$ cat config.mk
export PLATFORM = sky130hd
export DESIGN_NAME = gpio_edge_ctrl
export DESIGN_NICKNAME = d
export VERILOG_FILES = /design/src/rtl/gpio_pkg.sv /design/src/rtl/gpio_sync_edge.sv /design/src/rtl/gpio_bank.sv /design/src/rtl/gpio_altfn.sv /design/src/rtl/gpio_edge_ctrl.sv
export SDC_FILE = /design/constraint.sdc
export NUM_CORES = 1
export LEC_CHECK = 0
export ABC_AREA = 1
export BUFFER_PORTS_ARGS = -buffer_cell sky130_fd_sc_hd__buf_4
export CAP_MARGIN = 40
export CORE_ASPECT_RATIO = 1.2
export CORE_MARGIN = 2
export CORE_UTILIZATION = 51
export CTS_BUF_LIST = sky130_fd_sc_hd__clkbuf_8 sky130_fd_sc_hd__clkbuf_16
export CTS_CLUSTER_DIAMETER = 50
export DETAILED_ROUTE_END_ITERATION = 10
export MAX_ROUTING_LAYER = met4
export PLACE_DENSITY = 0.75
export SLEW_MARGIN = 20
export SYNTH_ARGS = -nofsm -noshare
export SYNTH_HDL_FRONTEND = slang
export SYNTH_SLANG_ARGS = --single-unit
export TNS_END_PERCENT = 50
$ cat constraint.sdc
create_clock -name clk -period 1.9 [get_ports clk]
set_clock_uncertainty 0.05 [all_clocks]
set_input_delay 0.38 -clock clk [delete_from_list [all_inputs] [get_ports clk]]
set_output_delay 0.38 -clock clk [all_outputs]
set_load 0.01 [all_outputs]
$ cat src/rtl/gpio_pkg.sv
package gpio_pkg;
  localparam int GRP_LVL   = 0;
  localparam int GRP_DIR   = 1;
  localparam int GRP_SET   = 2;
  localparam int GRP_CLR   = 3;
  localparam int GRP_REN   = 4;
  localparam int GRP_FEN   = 5;
  localparam int GRP_STS   = 6;
  localparam int GRP_COUNT = 7;
endpackage

$ cat src/rtl/gpio_sync_edge.sv
module gpio_sync_edge #(
  parameter int W = 32
) (
  input  logic         clk,
  input  logic         rst_n,
  input  logic [W-1:0] din,
  output logic [W-1:0] lvl,
  output logic [W-1:0] rise,
  output logic [W-1:0] fall
);
  logic [W-1:0] meta_q, sync_q, prev_q;

  always_ff @(posedge clk or negedge rst_n) begin
    if (!rst_n) begin
      meta_q <= '0;
      sync_q <= '0;
      prev_q <= '0;
    end else begin
      meta_q <= din;
      sync_q <= meta_q;
      prev_q <= sync_q;
    end
  end

  assign lvl  = sync_q;
  assign rise = sync_q & ~prev_q;
  assign fall = ~sync_q & prev_q;
endmodule

$ cat src/rtl/gpio_bank.sv
module gpio_bank #(
  parameter int W = 32
) (
  input  logic         clk,
  input  logic         rst_n,
  input  logic [W-1:0] pin_in,
  input  logic [W-1:0] wdata,
  input  logic         dir_we,
  input  logic         set_we,
  input  logic         clr_we,
  input  logic         ren_we,
  input  logic         fen_we,
  input  logic         sts_we,
  output logic [W-1:0] lvl,
  output logic [W-1:0] dir,
  output logic [W-1:0] out,
  output logic [W-1:0] ren,
  output logic [W-1:0] fen,
  output logic [W-1:0] sts
);
  logic [W-1:0] dir_q, out_q, ren_q, fen_q, sts_q;
  logic [W-1:0] out_d, sts_d;
  logic [W-1:0] rise, fall, hit, set_m, clr_m, ack_m;
  logic         out_en, sts_en;

  gpio_sync_edge #(.W(W)) u_sync (
    .clk  (clk),
    .rst_n(rst_n),
    .din  (pin_in),
    .lvl  (lvl),
    .rise (rise),
    .fall (fall)
  );

  always_comb begin
    set_m  = set_we ? wdata : '0;
    clr_m  = clr_we ? wdata : '0;
    ack_m  = sts_we ? wdata : '0;
    hit    = (rise & ren_q) | (fall & fen_q);
    out_d  = (out_q | set_m) & ~clr_m;
    out_en = set_we | clr_we;
    // a fresh edge outranks a same-cycle acknowledge
    sts_d  = (sts_q & ~ack_m) | hit;
    sts_en = sts_we | (|hit);
  end

  always_ff @(posedge clk or negedge rst_n) begin
    if (!rst_n) begin
      dir_q <= '0;
      out_q <= '0;
      ren_q <= '0;
      fen_q <= '0;
      sts_q <= '0;
    end else begin
      if (dir_we) dir_q <= wdata;
      if (out_en) out_q <= out_d;
      if (ren_we) ren_q <= wdata;
      if (fen_we) fen_q <= wdata;
      if (sts_en) sts_q <= sts_d;
    end
  end

  assign dir = dir_q;
  assign out = out_q;
  assign ren = ren_q;
  assign fen = fen_q;
  assign sts = sts_q;
endmodule

$ cat src/rtl/gpio_altfn.sv
module gpio_altfn #(
  parameter int NWORDS = 4,
  parameter int W      = 32
) (
  input  logic                clk,
  input  logic                rst_n,
  input  logic [NWORDS-1:0]   we,
  input  logic [W-1:0]        wdata,
  output logic [NWORDS*W-1:0] map
);
  for (genvar i = 0; i < NWORDS; i++) begin : g_word
    logic [W-1:0] word_q;
    always_ff @(posedge clk or negedge rst_n) begin
      if (!rst_n)     word_q <= '0;
      else if (we[i]) word_q <= wdata;
    end
    assign map[i*W +: W] = word_q;
  end
endmodule

$ cat src/rtl/gpio_edge_ctrl.sv
module gpio_edge_ctrl
  import gpio_pkg::*;
#(
  parameter int NUM_PINS = 64,
  parameter int BUS_W    = 32,
  parameter int AF_W     = 2,
  parameter int ADDR_W   = 7
) (
  input  logic                     clk,
  input  logic                     rst_n,
  input  logic                     bus_sel,
  input  logic                     bus_wr,
  input  logic [ADDR_W-1:0]        bus_addr,
  input  logic [BUS_W-1:0]         bus_wdata,
  output logic [BUS_W-1:0]         bus_rdata,
  input  logic [NUM_PINS-1:0]      pin_in,
  output logic [NUM_PINS-1:0]      pin_out,
  output logic [NUM_PINS-1:0]      pin_oe,
  output logic [NUM_PINS*AF_W-1:0] alt_sel,
  output logic                     irq
);
  localparam int NBANK   = NUM_PINS / BUS_W;
  localparam int NAF     = NUM_PINS * AF_W / BUS_W;
  localparam int WIDX_W  = ADDR_W - 2;
  localparam int AF_BASE = GRP_COUNT * NBANK;

  logic [WIDX_W-1:0] word_idx;
  logic              aligned, wr_en;
  logic [NBANK-1:0]  dir_we, set_we, clr_we, ren_we, fen_we, sts_we;
  logic [NAF-1:0]    af_we;
  logic [BUS_W-1:0]  lvl_w [NBANK];
  logic [BUS_W-1:0]  dir_w [NBANK];
  logic [BUS_W-1:0]  ren_w [NBANK];
  logic [BUS_W-1:0]  fen_w [NBANK];
  logic [BUS_W-1:0]  sts_w [NBANK];
  logic [NUM_PINS-1:0] sts_all, en_all;

  assign word_idx = bus_addr[ADDR_W-1:2];
  assign aligned  = (bus_addr[1:0] == 2'b00);
  assign wr_en    = bus_sel & bus_wr & aligned;

  for (genvar b = 0; b < NBANK; b++) begin : g_bank
    assign dir_we[b] = wr_en && (word_idx == WIDX_W'(GRP_DIR*NBANK + b));
    assign set_we[b] = wr_en && (word_idx == WIDX_W'(GRP_SET*NBANK + b));
    assign clr_we[b] = wr_en && (word_idx == WIDX_W'(GRP_CLR*NBANK + b));
    assign ren_we[b] = wr_en && (word_idx == WIDX_W'(GRP_REN*NBANK + b));
    assign fen_we[b] = wr_en && (word_idx == WIDX_W'(GRP_FEN*NBANK + b));
    assign sts_we[b] = wr_en && (word_idx == WIDX_W'(GRP_STS*NBANK + b));

    logic [BUS_W-1:0] out_b;

    gpio_bank #(.W(BUS_W)) u_bank (
      .clk   (clk),
      .rst_n (rst_n),
      .pin_in(pin_in[b*BUS_W +: BUS_W]),
      .wdata (bus_wdata),
      .dir_we(dir_we[b]),
      .set_we(set_we[b]),
      .clr_we(clr_we[b]),
      .ren_we(ren_we[b]),
      .fen_we(fen_we[b]),
      .sts_we(sts_we[b]),
      .lvl   (lvl_w[b]),
      .dir   (dir_w[b]),
      .out   (out_b),
      .ren   (ren_w[b]),
      .fen   (fen_w[b]),
      .sts   (sts_w[b])
    );

    assign pin_out[b*BUS_W +: BUS_W] = out_b;
    assign pin_oe [b*BUS_W +: BUS_W] = dir_w[b];
    assign sts_all[b*BUS_W +: BUS_W] = sts_w[b];
    assign en_all [b*BUS_W +: BUS_W] = ren_w[b] | fen_w[b];
  end

  for (genvar a = 0; a < NAF; a++) begin : g_afdec
    assign af_we[a] = wr_en && (word_idx == WIDX_W'(AF_BASE + a));
  end

  gpio_altfn #(.NWORDS(NAF), .W(BUS_W)) u_altfn (
    .clk  (clk),
    .rst_n(rst_n),
    .we   (af_we),
    .wdata(bus_wdata),
    .map  (alt_sel)
  );

  always_comb begin
    bus_rdata = '0;
    if (bus_sel && aligned) begin
      for (int b = 0; b < NBANK; b++) begin
        if (word_idx == WIDX_W'(GRP_LVL*NBANK + b)) bus_rdata = lvl_w[b];
        if (word_idx == WIDX_W'(GRP_DIR*NBANK + b)) bus_rdata = dir_w[b];
        if (word_idx == WIDX_W'(GRP_REN*NBANK + b)) bus_rdata = ren_w[b];
        if (word_idx == WIDX_W'(GRP_FEN*NBANK + b)) bus_rdata = fen_w[b];
        if (word_idx == WIDX_W'(GRP_STS*NBANK + b)) bus_rdata = sts_w[b];
      end
      for (int a = 0; a < NAF; a++) begin
        if (word_idx == WIDX_W'(AF_BASE + a)) bus_rdata = alt_sel[a*BUS_W +: BUS_W];
      end
    end
  end

  assign irq = |sts_all;
endmodule

* Word-level counts from Yosys, hierarchy flattened *
Index checks and enable logic that the tools add are counted.

word-level totals
  register bits after elaboration = 640
  input port bits = 107
  output and inout port bits = 289
  logic and storage cells = 112

operators by class
  equal/unequal tests = 17
  multiplexer cells = 21
  bitwise gates (word level) = 32
  reduce and logical (&&, ||, !) cells = 22

operators with widths
  cell                  number
  $mux W32              21
  $and A32 B32 Y32      12
  $not A32 Y32          8
  $or A32 B32 Y32       6
  $reduce_or A32 Y1     2
  $reduce_or A64 Y1     1
  $eq A5 B4 Y1 const B  8
  $eq A5 B3 Y1 const B  4
  $logic_and A1 B1 Y1   17
  $eq A5 B2 Y1 const B  2
  $eq A5 B5 Y1 const B  2
  $eq A5 B1 Y1 const B  1
  $logic_not A5 Y1      1
  $or A1 B1 Y1          4
  $and A1 B1 Y1         2
  $logic_not A2 Y1      1

* Longest topological paths before layout *
Gate-level depths: netlist of the first run.

  depth in word-level cells = 16
  gate-level depth with buffers = 15
  depth with buffers taken out = 14

* Cells and area by module *
A second synthesis of the first run with hierarchy kept.

unflattened totals
  cell total of the unflattened synthesis = 3678
  area total of the unflattened synthesis = 28951.5 um2

by module, submodules not included
  module          instances  cells an instance  area an instance (um2)  sequential area each (um2)
  gpio_bank       2          830                6762.7                  4003.8
  gpio_sync_edge  2          224                2882.8                  2402.3
  gpio_altfn      1          544                5036.1                  3203.1
  gpio_edge_ctrl  1          1026               4624.4                  0.0

* Least setup slack after synthesis of the first run *
Ideal clock, no wire load.

  kind = input port to output port
  from = in bus_addr[3]
  to = out bus_rdata[19]
  arrival time = 1.656 ns
  required time = 1.470 ns
  slack = -0.186 ns
  stages on the path = 13
  path buffers = 1
  cells stage by stage = inv_2 nor2_1 clkbuf_1 nand4_1 nand3_1 nand2_1 nand4_1 nand2_1 nand3_1 nand2_1 nand2_1 nand2_1 a21oi_1

on the way
  word-level cells in the longest chain between the ends = 16
  elaborated cells between the ends (all ways) = 29
  those cells by class = eq/ne: 13; mux: 15; reduce/logical: 1

ends and longest elaborated chain
  element                RTL line               RTL
  start: declaration     gpio_edge_ctrl.sv:13   input logic [ADDR_W-1:0] bus_addr,
  $logic_not A5 Y1       gpio_edge_ctrl.sv:93   if (word_idx == WIDX_W'(GRP_LVL*NBANK + b)) bus_rdata = lvl_w[b];
  $mux W32               gpio_edge_ctrl.sv:93
  $mux W32               gpio_edge_ctrl.sv:94   if (word_idx == WIDX_W'(GRP_DIR*NBANK + b)) bus_rdata = dir_w[b];
  $mux W32               gpio_edge_ctrl.sv:95   if (word_idx == WIDX_W'(GRP_REN*NBANK + b)) bus_rdata = ren_w[b];
  $mux W32               gpio_edge_ctrl.sv:96   if (word_idx == WIDX_W'(GRP_FEN*NBANK + b)) bus_rdata = fen_w[b];
  $mux W32               gpio_edge_ctrl.sv:97   if (word_idx == WIDX_W'(GRP_STS*NBANK + b)) bus_rdata = sts_w[b];
  $mux W32               gpio_edge_ctrl.sv:93
  $mux W32               gpio_edge_ctrl.sv:94
  $mux W32               gpio_edge_ctrl.sv:95
  $mux W32               gpio_edge_ctrl.sv:96
  $mux W32               gpio_edge_ctrl.sv:97
  $mux W32 (3 in a row)  gpio_edge_ctrl.sv:100  if (word_idx == WIDX_W'(AF_BASE + a)) bus_rdata = alt_sel[a*BUS_W +: BUS_W];
  $mux W32 *             gpio_edge_ctrl.sv:100
  $mux W32 *             gpio_edge_ctrl.sv:91   if (bus_sel && aligned) begin
  end: declaration       gpio_edge_ctrl.sv:15   output logic [BUS_W-1:0] bus_rdata,

Mark *: on every way between the ends. The rest lies on a longest branch, timed or not.

* Worst setup path after layout of the first run *
  from = reg g_bank[0].u_bank.sts_q[26]
  to = out irq

on the way
  word-level cells in the longest chain between the ends = 1

ends and longest elaborated chain
  element                   RTL line               RTL
  start: declaration        gpio_bank.sv:21        logic [W-1:0] dir_q, out_q, ren_q, fen_q, sts_q;
  start signal: assignment  gpio_bank.sv:59        if (sts_en) sts_q <= sts_d;
  $reduce_or A64 Y1         gpio_edge_ctrl.sv:105  assign irq = |sts_all;
  end: declaration          gpio_edge_ctrl.sv:20   output logic irq

No other way between the ends.

==> results list, run 1 <==
* Result of the run: finished, violations left
- The final reports fail on setup timing.
* Final count of negative-setup-slack endpoints: 34
- The number of antenna diodes in the final layout is 0.
- Global-route wire length before repair: approximately 150000 um
* Biggest fanout along the worst timing path: 2
* Synthesized area divided by synthesized cell count: roughly 9 um2
- Routed len/inst: 22.1 um
- Count of distinct cell types in the synthesized netlist: 29
* Switch share: 0.248
- Relative slew slack: 0.588
- Number of CTS-inserted buffers: 67
- The total area inside the core boundary comes to 51200 um2.
* Maximum ir drop on the vdd rail: approximately 0.72 mV
- Height of the chip: between 200 and 300 um
* Class of the tightest hold or removal check: input pin to async pin
- Routing layer with the top usage in global route: met2
- Clock latency at the later pin of the worst-skew pair: a little over 600 ps
- Of the total power, the clock network draws 0.432.
* Worst setup SP type: register
- Mapped Nets: between 3000 and 4000
* Total of buffers placed on input and output ports: 395
* Final Routed Wirelength: around 96000 um
* RePlAce Congestion: 0.992
- Power comes to 31700 uW.
- Number of rows created at floorplan: 91
* Via count of the first global-routing pass: approximately 26000
- The share of total power dissipated in combinational logic is 0.100.
- Endpoint class of the critical path: output port
* Sequential share of power: 0.469
- Vias: 24987
- After clock tree synthesis, the clock-pin slew on the worst setup and hold paths is approximately 60 ps.
- Number of synthesized flops with an enable pin: 0
- Synthesis inferred 640 register bits.
* First-iteration detailed-routing DRC count: approximately 2600
* Maximum buffer depth of the clock tree: 3
* Area occupied by registers: ~16000 um2
- Internal Pwr Total: roughly 24000 uW
* Hold Vio Cnt, Final: 0
- Ports: 396
* DRT Pass-1 Iters: 6
- Of the available clock period, the critical path in the final layout requires 1.52.
* H-Tree Depth: 3
* Largest net degree at the start of global routing: just over 90
* Clock Sinks: between 600 and 700
- Highest attainable clock frequency: approximately 0.35 GHz
- For the pin with the worst max-slew slack, the measured transition is just over 600 ps.
- Critical path start-end classification: register to output port
- Most used flip-flop cell after synthesis: sky130_fd_sc_hd__dfrtp_1
- Max-slew violation count: 0
- Routed via count divided by cell count: roughly 5.7
* Synth Instances: roughly 3000
- Clk root buf: sky130_fd_sc_hd__clkbuf_16
- HPWL after DPL: about 65000 um
- Excluding fillers, the count of instances in the completed layout stands at between 4000 and 5000.
- For met1 alone, demand over resource in global routing was 0.432.
* Floorplan die area: roughly 53000 um2
- After detailed routing, the number of remaining DRC violations is 0.
* CTS tree: done
- In this run the horizontal extent of the chip is between 200 and 250 um.
- The area growth from synthesis to layout is 40.4%.
- Counting the fill cells in the layout gives 3616.
- Dividing total power by cell area gives a power density of between 800 and 900 nW/um2.
* Min Clock Period, post-route: 2890 ps
- Number of placed cells counting well taps: 4101
- Setup slack of the most critical reg-to-reg path: around 130 ps
- The detail route stage leaves a number of antenna-violating nets equal to 0.
- Summing all multi-input logic gate instances after layout gives 9250 um2.
- The number of antenna violations at the first check in global routing was 0.
- After the last flow step, the layout net total stands at 3774.
* Setup repair after global routing missed its margin: yes
- After synthesis, the share of flip-flops with an asynchronous set or reset is 1.00.
- For met2 alone, demand over resource in global routing was 0.600.
* Data arrival time of the critical path: 2460 ps
- Of the synthesized area, sequential elements account for 0.608.
- Leakage component of the power: approximately 0.018 uW
- For this run, the number of Yosys warnings is 0.
- Initial cell density of the core: 0.514
- In the final layout, the share of cells above drive strength 1 is 0.281.
* Netlist Area Pre-Place: between 20000 and 30000 um2
* Routing usage on met3: 0.0597
* Overflow after GRT: 0
- Max-cap violation count: 0
* Setup WS post-layout: -994 ps
- For this run, the total global-route usage over all layers was measured as 0.373.
- Worst path required time: ~1500 ps
- Summed over all nets, the switching power comes to roughly 7900 uW.
## routing by layer
| metal | vias to the layer above | routed length, um |
|---|---|---|
| met5 | - | 0 |
| met4 | 0 | 7290 |
| met2 | 1399 | 47400 |
| met3 | 397 | 7040 |
| li1 | 11103 | - |
| met1 | 12088 | 34700 |
## metrics by stage
stage	cell area [um2]	TNS, ps	util	hold WS (ps)	setup slack (ps)
after detailed placement	32400	-80250	0.633	193	-770
final	37000	-21800	0.721	163	-994
after CTS	36500	-22060	0.713	152	-908
after global routing	37000	-24430	0.721	167	-1000
after floorplan	26600	-335	-	34.4	-29.4
after global placement	32400	-66140	0.633	188	-777
## synthesized netlist by cell type (all sizes together) (32+ instances only)
library cell    n  area, um2
nand2         774       2920
dfrtp         640      16000
o21ai         411       2060
inv           261        980
nor2          178        706
nand3         174        871
clkbuf        139        522
nand4          89        557
a21oi          71        355
or2            41        256
o311ai         35        307
buf            33        164
a2bb2oi        32        280
o22ai          32        200
## final cells by class
| class | instances | area share |
|---|---|---|
| repair buffers | 838 | 0.205 |
| flip-flops and latches | 640 | 0.433 |
| clock inverters | 40 | 0.0114 |
| inverters | 262 | 0.0277 |
| multi-input cells | 1857 | 0.250 |
| clock buffers | 79 | 0.0504 |
| well taps | 651 | 0.0220 |
| repair inverters | 1 | 0.000237 |
## worst paths after layout
| check | from | end | cells past startpoint |
|---|---|---|---|
| worst max-delay path | g_bank[0].u_bank.sts[26]$_DFFE_PN0P_ | irq | 5 |
| worst min-delay path | rst_n | g_bank[1].u_bank.out[31]$_DFFE_PN0P_ | 2 |
| worst max register to register | g_bank[1].u_bank.u_sync.lvl[28]$_DFF_PN0_ | g_bank[1].u_bank.sts[28]$_DFFE_PN0P_ | 12 |
| worst min register to register | g_bank[1].u_bank.u_sync.meta_q[10]$_DFF_PN0_ | g_bank[1].u_bank.u_sync.lvl[10]$_DFF_PN0_ | 0 |
| max in group asynchronous | rst_n | g_bank[1].u_bank.u_sync.lvl[28]$_DFF_PN0_ | 4 |
| min in group clk | g_bank[1].u_bank.u_sync.meta_q[10]$_DFF_PN0_ | g_bank[1].u_bank.u_sync.lvl[10]$_DFF_PN0_ | 0 |
## power groups by stage
stage               Combinational [uW]  Clock [uW]  Sequential [uW]
floorplan                          903           0            15000
global placement                  2690           0            15000
detailed placement                2760           0            15100
CTS                               3050       13800            14800
global route                      3400       14300            14900
finish                            3150       13700            14800
## logic make-up (layout without fill, tap and decap cells)
logic type             Yosys count  count (layout)  synth area share
AO/OA/AOI/OAI                  581             581             0.122
flip-flops                     640             640             0.608
AND/OR/NAND/NOR               1276            1276             0.207
buffers and inverters          434            1220            0.0634
## registers in the layout, summed over array words and instances, names as in the netlist
signal                       cells
g_bank.u_bank.dir               64
g_bank.u_bank.fen               64
g_bank.u_bank.out               64
u_altfn.g_word.word_q          128
g_bank.u_bank.u_sync.prev_q     64
g_bank.u_bank.u_sync.meta_q     64
g_bank.u_bank.ren               64
g_bank.u_bank.sts               64
g_bank.u_bank.u_sync.lvl        64
## what timing repair did
item | CTS | global route
resized for setup | 122 | 94
pin swaps | 91 | 83
setup buffers | 40 | 19
gates cloned | 3 | 3
hold buffers | 97 | 0
endpoints found under the setup margin | 33 | 35
endpoints found under the hold margin | 423 | 0
## placed cells by master, fill, tap and decap left out, types with 4 or more instances in the layout
master,synthesis,final
sky130_fd_sc_hd__dlygate4sd3_1,0,97
sky130_fd_sc_hd__buf_6,0,46
sky130_fd_sc_hd__or2_2,19,19
sky130_fd_sc_hd__nand2_1,769,717
sky130_fd_sc_hd__inv_6,0,6
sky130_fd_sc_hd__buf_8,0,6
sky130_fd_sc_hd__bufinv_16,0,8
sky130_fd_sc_hd__nand2_4,0,11
sky130_fd_sc_hd__o21ai_2,0,4
sky130_fd_sc_hd__nor2_2,9,8
sky130_fd_sc_hd__clkinv_2,0,10
sky130_fd_sc_hd__nand4_1,89,89
sky130_fd_sc_hd__nand3_1,174,140
sky130_fd_sc_hd__a21oi_2,0,13
sky130_fd_sc_hd__a21oi_1,71,58
sky130_fd_sc_hd__inv_1,244,242
sky130_fd_sc_hd__nor4_2,0,5
sky130_fd_sc_hd__inv_2,17,27
sky130_fd_sc_hd__or2_0,17,17
sky130_fd_sc_hd__o21ai_1,62,65
sky130_fd_sc_hd__o21ai_0,349,342
sky130_fd_sc_hd__nand2_2,5,46
sky130_fd_sc_hd__buf_12,0,57
sky130_fd_sc_hd__nor4_1,17,9
sky130_fd_sc_hd__a2bb2oi_1,32,32
sky130_fd_sc_hd__or2_1,5,5
sky130_fd_sc_hd__nor2_4,2,13
sky130_fd_sc_hd__o311ai_1,31,31
sky130_fd_sc_hd__clkbuf_16,0,71
sky130_fd_sc_hd__o311ai_0,4,4
sky130_fd_sc_hd__dfrtp_1,640,634
sky130_fd_sc_hd__o22ai_1,32,32
sky130_fd_sc_hd__buf_4,1,627
sky130_fd_sc_hd__dfrtp_2,0,6
sky130_fd_sc_hd__nand3_2,0,31
sky130_fd_sc_hd__nor2_1,167,157
sky130_fd_sc_hd__clkbuf_8,0,10
## critical path: stages, from the launching register on
cell                      delay (ps)
sky130_fd_sc_hd__dfrtp_1         440
sky130_fd_sc_hd__nor4_4          320
sky130_fd_sc_hd__buf_4           180
sky130_fd_sc_hd__nand4_1         170
sky130_fd_sc_hd__or4_4           580
sky130_fd_sc_hd__buf_6           150
No activity file was read; power rests on OpenSTA's default activity.
==> inputs of run 2 (changes only) <==
--- a/config.mk
+++ b/config.mk
@@ -10,12 +10,12 @@
 export CAP_MARGIN = 40
 export CORE_ASPECT_RATIO = 1.2
 export CORE_MARGIN = 2
-export CORE_UTILIZATION = 51
-export CTS_BUF_LIST = sky130_fd_sc_hd__clkbuf_8 sky130_fd_sc_hd__clkbuf_16
+export CORE_UTILIZATION = 53
+export CTS_BUF_LIST = sky130_fd_sc_hd__clkbuf_8
 export CTS_CLUSTER_DIAMETER = 50
 export DETAILED_ROUTE_END_ITERATION = 10
 export MAX_ROUTING_LAYER = met4
-export PLACE_DENSITY = 0.75
+export PLACE_DENSITY = 0.78
 export SLEW_MARGIN = 20
 export SYNTH_ARGS = -nofsm -noshare
 export SYNTH_HDL_FRONTEND = slang
==> results list, run 2 (synthesized netlist as in run 1, its figures left out) <==
- The core region is 49100 um2.
- Clk network pwr share: 0.418
- Of the total power, the share spent switching nets is 0.258.
* Share of power burned in combinational logic: 0.100
- Largest register by flop count: u_altfn.g_word.word_q
- Maximum buffer depth of the clock tree: 3
- The total overflow left after global routing is 0.
* Violations in the final reports: setup timing
- In this run, the number of DRC markers left after iteration 0 of detailed routing was approximately 2500.
* Internal Pwr Total: roughly 23000 uW
* RePlAce Congestion: ~0.99
- Sum of negative setup slack: -23510 ps
- Number of CTS-inserted buffers: just under 100
- Die extent in x: slightly above 200 um
- Area of placed instances: about 32000 um2
- Once detail routing completed, the nets flagged for antenna violations numbered 0.
* Routed len/inst: ~22 um
* HPWL after DPL: around 65000 um
* Clock latency at the later pin of the worst-skew pair: between 700 and 800 ps
- Clock Sinks: between 600 and 700
- Setup violations remaining at the end of the flow were counted as 36.
* H-Tree Depth: 3
* Maximum ir drop on the vdd rail: roughly 0.66 mV
- In this run the power spent charging and discharging nets is approximately 7900 uW.
* CTS tree: done
- Final cycle utilization of the critical path: 1.54
* Result of the run: finished, violations left
- For this configuration, the core starts out at a cell density of 0.536.
- Entering global routing, the biggest net connects 85 pins.
- Worst path required time: 1470 ps
- At the pin with the least slew margin, the transition time is between 600 and 700 ps.
* Pwr per Cell Area: around 850 nW/um2
* DRC viols: 0
* Net total in the final layout: 3773
* Floorplan die area: between 50000 and 60000 um2
* Worst setup SP type: register
- The critical path goes through nor4_1, buf_4, nand4_1, or4_4, buf_6.
- Number of antenna violations at the first check in global routing: 1
* Ports: a little under 400
* Total of buffers placed on input and output ports: a little under 400
- Across the run, the number of max-cap violations was 0.
- Based on the critical path, the design can be clocked at up to roughly 0.34 GHz.
- Once layout is done, the placed cells without fillers occupy ~36000 um2.
* Clk root buf: sky130_fd_sc_hd__clkbuf_8
* Slowest-stage cell, CP: sky130_fd_sc_hd__or4_4
- Height of the chip: 248 um
- Of all nets on the critical path, the largest fanout is 2.
* Delay contributed by the slowest stage of the critical path: ~600 ps
- CTS clock-pin slew for the worst setup and hold paths: 70 ps
- The share of total power dissipated in sequential elements is 0.482.
* Endpoint class of the critical path: output port
- The library cells used most frequently in the layout, excluding fill and tap cells, are sky130_fd_sc_hd__nand2_1 (713), sky130_fd_sc_hd__dfrtp_1 (636), sky130_fd_sc_hd__buf_4 (616), sky130_fd_sc_hd__o21ai_0 (346), sky130_fd_sc_hd__inv_1 (243).
- The final max-slew violation count came to 0.
- Summing over every cut layer, the via total after detailed routing is around 25000.
- Setup repair after global routing could not meet its margin everywhere.
* Proportion of layout cells with a drive suffix above 1: 0.284
- Across all hold checks on the routed design, the worst slack comes to 109 ps.
- Area Growth Syn to Fin: 38.1%
* Hold Vio Cnt, Final: 0
* Global-route wire length before repair: around 150000 um
- Min Clock Period, post-route: approximately 2900 ps
- In this run the worst hold path is classified as input pin to async pin.
* FILL cells: 3319
- Final Routed Wirelength: around 95000 um
* Most common cell after layout, fill and taps aside: sky130_fd_sc_hd__nand2_1
* Flip-flop count of the largest register, all copies and words added: around 130
* DRT Pass-1 Iters: 6
- Data on the critical path arrives at its endpoint at 2490 ps.
* Via count of the first global-routing pass: 25719
- Number of rows created at floorplan: 89
* Relative slew slack: 0.537
- Leakage component of the power: 0.0179 uW
- By startpoint and endpoint, the worst setup path is classified as register to output port.
* Setup WS post-layout: -1020 ps
- Dividing the detail-routed via count by the number of cells gives approximately 5.7.
- Power comes to 30800 uW.
- Combined global-route utilization of all metal layers: 0.379
[run 2: changes by cell type in the layout (fill, tap and decap cells not counted), sizes merged]
cell | previous run | this run
clkbuf | 81 | 129
buf | 739 | 709
clkinv | 12 | 24
clkinvlp | 3 | 5
diode | 0 | 1
inv | 280 | 279
[run 2: worst paths after layout]
check	start	end	slack (ps)	cells after the start
setup / recovery	g_bank[0].u_bank.sts[19]$_DFFE_PN0P_	irq	-1020	5
max in group asynchronous	rst_n	u_altfn.g_word[1].word_q[4]$_DFFE_PN0P_	830	4
min in group clk	pin_in[9]	g_bank[0].u_bank.u_sync.meta_q[9]$_DFF_PN0_	270	2
hold / removal	rst_n	g_bank[0].u_bank.dir[1]$_DFFE_PN0P_	110	2
setup reg to reg	g_bank[1].u_bank.u_sync.lvl[22]$_DFF_PN0_	g_bank[1].u_bank.sts[22]$_DFFE_PN0P_	800	6
hold reg to reg	g_bank[1].u_bank.u_sync.meta_q[28]$_DFF_PN0_	g_bank[1].u_bank.u_sync.lvl[28]$_DFF_PN0_	280	0
[run 2: per-stage QoR]
| stage | utilization | std cells | setup slack [ps] |
|---|---|---|---|
| finish | 0.740 | 4386 | -1020 |
| global route | 0.740 | 4386 | -1100 |
| CTS | 0.733 | 4375 | -1090 |
| detailed placement | 0.661 | 4087 | -752 |
| global placement | 0.661 | 4087 | -717 |
| floorplan | - | 2931 | -29.4 |
[run 2: area by class of cell]
| class | instances | area (um2) | area share |
|---|---|---|---|
| Sequential cell | 640 | 16000 | 0.441 |
| Timing Repair Buffer | 806 | 7090 | 0.195 |
| Inverter | 262 | 1000 | 0.0276 |
| Clock buffer | 129 | 1780 | 0.0489 |
| Antenna cell | 1 | 2.50 | 0.0000689 |
| Clock inverter | 54 | 475 | 0.0131 |
| Tap cell | 637 | 797 | 0.0219 |
| Multi-Input combinational cell | 1857 | 9170 | 0.252 |
[run 2: critical path: cells and delay by family (launching register included)]
kind	cells	cell delay (ps)
simple gates	3	1070
buf+inv	2	330
flops	1	400
[run 2: power by group through the flow]
stage | logic (uW) | registers [uW] | clock network (uW)
6_report | 3090 | 14800 | 12900
5_1_grt | 3340 | 14900 | 13600
4_1_cts | 3000 | 14800 | 12900
3_5_place_dp | 2770 | 15100 | 0
3_3_place_gp | 2690 | 15000 | 0
2_1_floorplan | 903 | 15000 | 0
[run 2: what timing repair did]
action	CTS	global route
hold endpoints to repair	473	0
endpoints found under the setup margin	33	35
hold buffers	97	0
gates resized for setup	80	81
setup buffers	8	11
pin swaps	58	93
[run 2: layer usage]
| layer | up-vias | share of wire | GRT usage |
|---|---|---|---|
| met1 | 12207 | 0.36 | 0.433 |
| met2 | 1394 | 0.49 | 0.602 |
| li1 | 11095 | - | - |
| met3 | 437 | 0.076 | 0.0633 |
| met4 | 0 | 0.080 | 0.293 |
| met5 | - | 0 | - |
